[src/rtl/capreload_pkg.sv]
package capreload_pkg;

  typedef enum logic [1:0] {
    MODE_FREE    = 2'd0,
    MODE_CAPTURE = 2'd1,
    MODE_RELOAD  = 2'd2,
    MODE_HALT    = 2'd3
  } auxMode_e;

  typedef enum logic [1:0] {
    TRIG_PIN        = 2'd0,
    TRIG_LATCH_RISE = 2'd1,
    TRIG_LATCH_FALL = 2'd2,
    TRIG_LATCH_ANY  = 2'd3
  } trigSel_e;

  // Per-register strobes from control to datapath
  typedef struct packed {
    logic capture;
    logic reload;
    logic count;
    logic write;
  } auxStrobe_t;

endpackage

[src/rtl/capreload_ctrl.sv]
module capreload_ctrl
  import capreload_pkg::*;
#(
  parameter int NumAux = 2
) (
  input  logic                          clk,
  input  logic                          rstN,
  input  logic                          auxTick,
  input  logic [2*NumAux-1:0]           auxMode,
  input  logic [2*NumAux-1:0]           auxEdge,
  input  logic [2*NumAux-1:0]           auxTrig,
  input  logic [NumAux-1:0]             auxPin,
  input  logic [NumAux-1:0]             auxWrEn,
  input  logic                          coreOverflow,
  input  logic                          coreLatch,
  output auxStrobe_t [NumAux-1:0]       strobe
);

  // Pin history tracks the pins through reset as well, so leaving reset
  // never shows a spurious edge.
  logic [NumAux-1:0] pinPrev;

  always_ff @(posedge clk) begin
    pinPrev <= auxPin;
  end

  logic latchRise, latchFall;
  assign latchRise = coreOverflow & ~coreLatch;
  assign latchFall = coreOverflow & coreLatch;

  for (genvar i = 0; i < NumAux; i++) begin : g_aux
    auxMode_e mode;
    trigSel_e trig;
    logic     rise, fall, pinHit, trigHit;

    assign mode   = auxMode_e'(auxMode[2*i +: 2]);
    assign trig   = trigSel_e'(auxTrig[2*i +: 2]);
    assign rise   = auxPin[i] & ~pinPrev[i];
    assign fall   = ~auxPin[i] & pinPrev[i];
    assign pinHit = (auxEdge[2*i] & rise) | (auxEdge[2*i+1] & fall);

    always_comb begin
      case (trig)
        TRIG_PIN:        trigHit = pinHit;
        TRIG_LATCH_RISE: trigHit = latchRise;
        TRIG_LATCH_FALL: trigHit = latchFall;
        default:         trigHit = coreOverflow;
      endcase
    end

    assign strobe[i].capture = (mode == MODE_CAPTURE) & pinHit;
    assign strobe[i].reload  = (mode == MODE_RELOAD) & trigHit;
    assign strobe[i].count   = (mode == MODE_FREE) & auxTick;
    assign strobe[i].write   = auxWrEn[i];

    // A capture needs the pin to have moved since the previous edge
    assert_capture_on_edge_R3: assert property (@(posedge clk) disable iff (!rstN)
      strobe[i].capture |-> (auxPin[i] != $past(auxPin[i])));

    // Latch-sourced reloads only ever happen in an overflow cycle
    assert_latch_reload_needs_overflow_R6: assert property (@(posedge clk) disable iff (!rstN)
      (!coreOverflow && (trig != TRIG_PIN)) |-> !strobe[i].reload);
  end

endmodule

[src/rtl/capreload_datapath.sv]
module capreload_datapath
  import capreload_pkg::*;
#(
  parameter int NumAux = 2,
  parameter int Width  = 16
) (
  input  logic                      clk,
  input  logic                      rstN,
  input  auxStrobe_t [NumAux-1:0]   strobe,
  input  logic [Width-1:0]          auxWrData,
  input  logic [Width-1:0]          coreCount,
  input  logic                      coreWrEn,
  input  logic [Width-1:0]          coreWrData,
  output logic [NumAux*Width-1:0]   auxValue,
  output logic [NumAux-1:0]         auxIrq,
  output logic                      coreLoadEn,
  output logic [Width-1:0]          coreLoadData
);

  logic [Width-1:0]  regArr [NumAux];
  logic [NumAux-1:0] reloadVec;

  for (genvar i = 0; i < NumAux; i++) begin : g_reg
    logic [Width-1:0] regQ;
    logic             irqQ;

    always_ff @(posedge clk or negedge rstN) begin
      if (!rstN) begin
        regQ <= '0;
        irqQ <= 1'b0;
      end else begin
        if (strobe[i].capture)    regQ <= coreCount;
        else if (strobe[i].write) regQ <= auxWrData;
        else if (strobe[i].count) regQ <= regQ + 1'b1;
        irqQ <= strobe[i].capture | strobe[i].reload;
      end
    end

    assign regArr[i]                   = regQ;
    assign auxValue[i*Width +: Width]  = regQ;
    assign auxIrq[i]                   = irqQ;
    assign reloadVec[i]                = strobe[i].reload;

    assert_capture_copy_R3: assert property (@(posedge clk) disable iff (!rstN)
      strobe[i].capture |=> (auxValue[i*Width +: Width] == $past(coreCount)));

    assert_hold_when_idle_R2: assert property (@(posedge clk) disable iff (!rstN)
      !(strobe[i].capture | strobe[i].write | strobe[i].count)
        |=> $stable(auxValue[i*Width +: Width]));

    assert_irq_after_event_R8: assert property (@(posedge clk) disable iff (!rstN)
      (strobe[i].capture | strobe[i].reload) |=> auxIrq[i]);

    assert_irq_quiet_R8: assert property (@(posedge clk) disable iff (!rstN)
      !(strobe[i].capture | strobe[i].reload) |=> !auxIrq[i]);
  end

  // Lowest index wins when several registers reload together
  logic             reloadAny;
  logic [Width-1:0] reloadVal;

  always_comb begin
    reloadAny = 1'b0;
    reloadVal = '0;
    for (int k = NumAux - 1; k >= 0; k--) begin
      if (reloadVec[k]) begin
        reloadAny = 1'b1;
        reloadVal = regArr[k];
      end
    end
  end

  assign coreLoadEn   = reloadAny | coreWrEn;
  assign coreLoadData = reloadAny ? reloadVal : coreWrData;

  assert_reload_first_wins_R7: assert property (@(posedge clk) disable iff (!rstN)
    reloadVec[0] |-> (coreLoadEn && coreLoadData == auxValue[Width-1:0]));

  assert_write_passthrough_R7: assert property (@(posedge clk) disable iff (!rstN)
    (coreWrEn && reloadVec == '0) |-> (coreLoadEn && coreLoadData == coreWrData));

endmodule

[src/rtl/capreload_unit.sv]
module capreload_unit
  import capreload_pkg::*;
#(
  parameter int Width  = 16,
  parameter int NumAux = 2
) (
  input  logic                      clk,
  input  logic                      rstN,
  input  logic                      auxTick,
  input  logic [2*NumAux-1:0]       auxMode,
  input  logic [2*NumAux-1:0]       auxEdge,
  input  logic [2*NumAux-1:0]       auxTrig,
  input  logic [NumAux-1:0]         auxPin,
  input  logic [NumAux-1:0]         auxWrEn,
  input  logic [Width-1:0]          auxWrData,
  output logic [NumAux*Width-1:0]   auxValue,
  output logic [NumAux-1:0]         auxIrq,
  input  logic [Width-1:0]          coreCount,
  input  logic                      coreOverflow,
  input  logic                      coreLatch,
  input  logic                      coreWrEn,
  input  logic [Width-1:0]          coreWrData,
  output logic                      coreLoadEn,
  output logic [Width-1:0]          coreLoadData
);

  auxStrobe_t [NumAux-1:0] strobe;

  capreload_ctrl #(.NumAux(NumAux)) u_ctrl (
    .clk          (clk),
    .rstN         (rstN),
    .auxTick      (auxTick),
    .auxMode      (auxMode),
    .auxEdge      (auxEdge),
    .auxTrig      (auxTrig),
    .auxPin       (auxPin),
    .auxWrEn      (auxWrEn),
    .coreOverflow (coreOverflow),
    .coreLatch    (coreLatch),
    .strobe       (strobe)
  );

  capreload_datapath #(.NumAux(NumAux), .Width(Width)) u_dp (
    .clk          (clk),
    .rstN         (rstN),
    .strobe       (strobe),
    .auxWrData    (auxWrData),
    .coreCount    (coreCount),
    .coreWrEn     (coreWrEn),
    .coreWrData   (coreWrData),
    .auxValue     (auxValue),
    .auxIrq       (auxIrq),
    .coreLoadEn   (coreLoadEn),
    .coreLoadData (coreLoadData)
  );

endmodule

[config.mk]
export PLATFORM = sky130hd
export DESIGN_NAME = capreload_unit
export DESIGN_NICKNAME = d
export VERILOG_FILES = /design/src/rtl/capreload_pkg.sv /design/src/rtl/capreload_ctrl.sv /design/src/rtl/capreload_datapath.sv /design/src/rtl/capreload_unit.sv
export SDC_FILE = /design/constraint.sdc
export NUM_CORES = 1
export LEC_CHECK = 0
export ABC_AREA = 1
export BUFFER_PORTS_ARGS = -buffer_cell sky130_fd_sc_hd__buf_2
export CAP_MARGIN = 10
export CORE_MARGIN = 4
export CORE_UTILIZATION = 46
export CTS_CLUSTER_DIAMETER = 120
export DETAILED_ROUTE_END_ITERATION = 7
export GPL_TIMING_DRIVEN = 0
export PLACE_DENSITY = 0.78
export SYNTH_ARGS = -nofsm -noshare
export SYNTH_HDL_FRONTEND = slang
export SYNTH_SLANG_ARGS = --single-unit
export TNS_END_PERCENT = 1
[constraint.sdc]
create_clock -name clk -period 1.5 [get_ports clk]
set_clock_uncertainty 0.15 [all_clocks]
set_input_delay 0.15 -clock clk [delete_from_list [all_inputs] [get_ports clk]]
set_output_delay 0.15 -clock clk [all_outputs]
set_load 0.02 [all_outputs]
# Yosys cells after proc, flatten, opt, wreduce, memory -nomap -nowiden
# Index checks and enable logic that the tools add are counted.
dict set report totals {
  input_bits 70
  register_bits 36
  output_inout_bits 51
  word_cells 60
}
dict set report op_classes {
  eq_ne 8
  reduce_logical 6
  n_bitwise 26
  n_addsub 2
  n_mux 13
}
# cell count
set op_table {}
lappend op_table {{$mux W16} 9}
lappend op_table {{$add A16 B1 Y16 const B} 2}
lappend op_table {{$and A1 B1 Y1} 16}
lappend op_table {{$eq A2 B1 Y1 const B} 4}
lappend op_table {{$eq A2 B2 Y1 const B} 4}
lappend op_table {{$logic_not A2 Y1} 4}
lappend op_table {{$pmux W1 S3} 2}
lappend op_table {{$reduce_bool A3 Y1} 2}
lappend op_table {{$not A1 Y1} 5}
lappend op_table {{$or A1 B1 Y1} 5}
lappend op_table {{$mux W1} 2}

# Depth between registers and ports, before layout
dict set report depth {
  word_depth 9
  mapped_depth 10
  depth_no_buf 10
}

# Hierarchy
# From an unflattened synthesis, not the netlist that was laid out.
dict set report unflattened {
  cells_unflattened 504
  area_unflattened_um2 3148.0
}
# module area_each_um2 instances cells_each seq_area_each_um2
set by_module_without_submodules {}
lappend by_module_without_submodules {capreload_datapath 2939.1 1 469 850.8}
lappend by_module_without_submodules {capreload_ctrl 209.0 1 35 40.0}

# Worst setup path before layout
# No wires, ideal clock.
dict set report synth_timing {
  path_type {register to register}
  from {register u_dp.g_reg[0].regQ[0]}
  to {register u_dp.g_reg[0].regQ[12]}
  n_path_buf 0
  t_arrival_ns 1.409
  stages_incl_launch_ff 11
  slack_ns -0.177
  setup_time_ns 0.117
  t_required_ns 1.233
  period_less_slack_ns 1.677
  path_cell_list {dfrtp_1 -> ha_1 -> nand2_1 -> nor2_1 -> nand3_1 -> nand2_1 -> nand2_1 -> nand2_1 -> nand2_1 -> nand2_1 -> nand2_1}
}
dict set report synth_between {
  elab_chain_len 4
}
# item line_no
set synth_rtl {}
lappend synth_rtl {{from (decl)} capreload_datapath.sv:24} ;# logic [Width-1:0] regQ;
lappend synth_rtl {{from (signal assigned)} capreload_datapath.sv:32} ;# if (strobe[i].capture) regQ <= coreCount;
lappend synth_rtl {{from (signal assigned)} capreload_datapath.sv:33} ;# else if (strobe[i].write) regQ <= auxWrData;
lappend synth_rtl {{from (signal assigned)} capreload_datapath.sv:34} ;# else if (strobe[i].count) regQ <= regQ + 1'b1;
lappend synth_rtl {{$add A16 B1 Y16} capreload_datapath.sv:34}
lappend synth_rtl {{$mux W16} capreload_datapath.sv:34}
lappend synth_rtl {{$mux W16} capreload_datapath.sv:33}
lappend synth_rtl {{$mux W16} capreload_datapath.sv:32}
# Every way passes these cells. The select of a mux whose other input is x is not followed.
# A chain may end at the register's enable or synchronous reset.

# Worst setup path in the final report
dict set report layout_timing {
  from {register u_ctrl.pinPrev[1]}
  to {output coreLoadData[4]}
}
dict set report layout_between {
  elab_chain_len 9
  word_cells_on_any_way 13
  classes_between {6 x mux; 7 x bitwise}
}
# item line_no
set layout_rtl {}
lappend layout_rtl {{from (decl)} capreload_ctrl.sv:21} ;# logic [NumAux-1:0] pinPrev;
lappend layout_rtl {{from (signal assigned)} capreload_ctrl.sv:24} ;# pinPrev <= auxPin;
lappend layout_rtl {{$not A1 Y1} capreload_ctrl.sv:38} ;# assign rise = auxPin[i] & ~pinPrev[i];
lappend layout_rtl {{$and A1 B1 Y1} capreload_ctrl.sv:38}
lappend layout_rtl {{$and A1 B1 Y1} capreload_ctrl.sv:40} ;# assign pinHit = (auxEdge[2*i] & rise) | (auxEdge[2*i+1] & fall);
lappend layout_rtl {{$or A1 B1 Y1 *} capreload_ctrl.sv:40}
lappend layout_rtl {{$pmux W1 S3 *} capreload_ctrl.sv:43} ;# case (trig)
lappend layout_rtl {{$and A1 B1 Y1 *} capreload_ctrl.sv:52} ;# assign strobe[i].reload = (mode == MODE_RELOAD) & trigHit;
lappend layout_rtl {{$mux W16 / $mux W1 (equally long branches) (2 in series)} capreload_datapath.sv:66} ;# if (reloadVec[k]) begin
lappend layout_rtl {{$mux W16 *} capreload_datapath.sv:74} ;# assign coreLoadData = reloadAny ? reloadVal : coreWrData;
lappend layout_rtl {{to (decl)} capreload_unit.sv:24} ;# output logic [Width-1:0] coreLoadData
# Mark *: on every way between the ends. The rest lies on a longest branch, timed or not.

==> impl_metrics.tcl <==
set metrics [dict create \
    path_cells "inv_2 > nand2_2 > nand2_2 > nand3_2 > a21oi_4 > buf_12 > clkinvlp_4 > nand3_2 > nand3_2 > buf_6" \
    ys_async_sr_fraction_pct 94.4 \
    fin_ws_ns -0.498 \
    yosysTopAreaCellShare_pct 24.8 \
    chipWidth_um 94.4 \
    drv_cap 0 \
    fmax_mhz 500 \
    timing.rr.start "u_ctrl.pinPrev[1]" \
    place_area_um2 4200 \
    timing_worst_setup_path_type "flop to output pin" \
    crit_path_max_incr_delay_ns 0.33 \
    start_util_pct 47.3 \
    post-route-period-util_pct 133 \
    finalWirelength_um 13500 \
    p_switching_mw 1.88 \
    dpl.hpwl_um 9970 \
    avgRoutedWirePerCell_um 17.1 \
    slew_viol_final 0 \
    io_buffers 118 \
    finalSetupViolations 39 \
    antenna_found_initial 0 \
    num_vias 4511 \
    die_h_um 94.4 \
    synth_top_cell_by_area "dfrtp_1" \
    hp-class "input port to flop" \
    swShare_pct 40.8 \
    yosysSeqAreaShare_pct 26.0 \
    fin_hold_ws_ns 0.00966 \
    netlist_top_cells_area "dfrtp_1, nand2_1, nand3_1" \
    grt_max_degree 35 \
    cts_max_level 2 \
    worst-endpoint-arrival_ns 1.70 \
    fin_crit_ns 2.00 \
    min_from "coreCount[3]" \
    drive_gt1_share_pct 40.0 \
    pwr-share-seq_pct 32.8 \
    power_mw 4.61 \
    status "complete, but fails checks" \
    drc 0 \
    critical_path_buf_inv_count 4 \
    synth_edf_count 0 \
    worstSetupEndpointType "output pin" \
    drtIter0Drc 489 \
    p_comb_share_pct 40.4 \
    track_usage_pct 30.2 \
    synthFlopType "dfrtp_1" \
    crit_path_frequent_cell "nand3_2" \
    required_ns 1.20 \
    synth_fp_nets 618 \
    design_area_um2 4980 \
    gp_congestion 0.992 \
    cp-start-kind "flop" \
    firstDrtPassIters 5 \
    via_per_inst 5.70 \
    place_inst 763 \
    yosysUniqueCellTypes 35 \
    synth_area_um2 3430 \
    p_leak_nw 2.55 \
    critPathMaxFanout 4 \
    grt_pass1_vias 4273 \
    startpoint "u_ctrl.pinPrev[1]" \
    p_clk_share_pct 26.8 \
    cts-buffers-inserted 5 \
    syn_avg_cell_area_um2 6.28 \
    synth_common_cells "nand2_1, nand3_1, nor2_1, inv_1, o21ai_0" \
    root_buffer "clkbuf_8" \
    ys_ff_latch 36 \
    yosys_warnings 0 \
    fin_cells 791 \
    peakVddDrop_mv 0.650 \
    worst_pin_slew_ns 0.818 \
    overflow 0 \
    coreArea_um2 7250 \
    cp_top_family "buffers and inverters" \
    yosysMostFrequentCell "nand2_1" \
    cts_sinks 36 \
    synth_cells 546 \
    crit_path_top_delay_cell "dfxtp_2" \
    powerDensity_nw_per_um2 927 \
    clk_pin_slew_worst_paths_ns 0.08 \
    antenna_cells 0 \
    tritoncts "built" \
    final_nets 763 \
    io_pins 121 \
    intPower_mw 2.73 \
    violations "negative setup slack" \
    num_rows 31 \
    rsz0062_at_grt "yes" \
    timing_hold_violations_final 0 \
    die_area_um2 8900 \
    syn_to_final_growth_pct 45.1 \
    slew_headroom_pct 45.5 \
    clkLatencyLatePin_ns 0.30 \
    grt_pass1_wl_um 20800 \
    cts_buffer_depth 2 \
    fin_setup_tns_ns -9.80 \
    ant_nets 0 \
]
metrics by stage:
step	utilization, %	setup slack, ns
2_1_floorplan	-	-0.0164
3_3_place_gp	57.9	-0.256
3_5_place_dp	57.9	-0.289
4_1_cts	66.8	-0.495
5_1_grt	68.6	-0.557
6_report	68.6	-0.498
cells by family (layout without fill, tap and decap cells):
kind of cell    count (synthesis)  after routing  synth area share [%]
compound gates                 86             86                  14.0
xor+xnor                       10             10                  2.55
fa+ha+maj                       2              2                 0.729
buf+inv                        82            228                  11.3
flops                          36             36                  26.0
simple gates                  330            330                  45.4
layout by cell type, fill, tap and decap left out, drive strengths merged:
cell type	Yosys	layout
xor2	4	4
clkbuf	2	6
o21ai	49	49
dlygate4sd3	0	6
dfrtp	34	34
clkinvlp	0	1
bufinv	0	3
o211ai	1	1
nor2	61	61
a21oi	26	26
dfxtp	2	2
nand4	7	7
buf	25	157
nand3	109	109
ha	2	2
a31oi	3	3
nand3b	2	2
nand2	146	146
a21o	3	3
or2	5	5
inv	55	55
xnor2	6	6
o21bai	4	4
metal layers:
layer | wire length, µm | track usage [%] | vias up
met5 | 0 | 0 | -
met4 | 343 | 8.78 | 0
met3 | 1490 | 5.98 | 38
met2 | 6510 | 52.4 | 300
met1 | 5190 | 37.9 | 2093
li1 | - | - | 2080
state kept, by name, indices dropped and copies added, names as in the netlist:
signal,count
u_dp.g.irqQ,2
u_dp.g.regQ,32
u_ctrl.pinPrev,2
layout make-up:
class / instances / area (µm²)
plain buffers: 27 / 231
clock buffers: 5 / 68.8
clock inverters: 3 / 90.1
fillers: 639 / 2280
inverters: 55 / 221
multi-input cells: 428 / 2400
flip-flops and latches: 36 / 920
well taps: 99 / 124
repair buffers: 137 / 911
repair inverters: 1 / 7.51
power groups by stage:
stage | clock (mW) | combinational, mW | sequential (mW)
4_1_cts | 1.23 | 1.80 | 1.48
3_5_place_dp | 0 | 1.62 | 1.48
2_1_floorplan | 0 | 0.891 | 1.57
3_3_place_gp | 0 | 1.58 | 1.48
6_report | 1.24 | 1.87 | 1.51
5_1_grt | 1.28 | 2.02 | 1.54
tightest hold or removal path: cells and delay by family:
| kind | cells | cell delay [ns] |
|---|---|---|
| AO/OA/AOI/OAI | 2 | 0.17 |
| buffers and inverters | 1 | 0.10 |
final timing paths:
check	endpoint	cells past startpoint	slack, ns
max in group asynchronous	u_dp.g_reg[0].regQ[4]	2	0.30
max	coreLoadData[4]	10	-0.50
min in group asynchronous	u_dp.g_reg[1].regQ[14]	2	0.31
max reg2reg	u_dp.g_reg[1].regQ[5]	10	-0.16
min	u_dp.g_reg[0].regQ[3]	3	0.01
min reg2reg	u_dp.g_reg[1].regQ[8]	2	0.47
what timing repair did:
item,CTS,global route
gates cloned,3,0
setup endpoints to repair,42,48
pin swaps,18,11
buffers inserted,9,2
resized for setup,92,45
hold buffers,6,0
hold endpoints to repair,42,0
(Power assumes the default switching activity.)
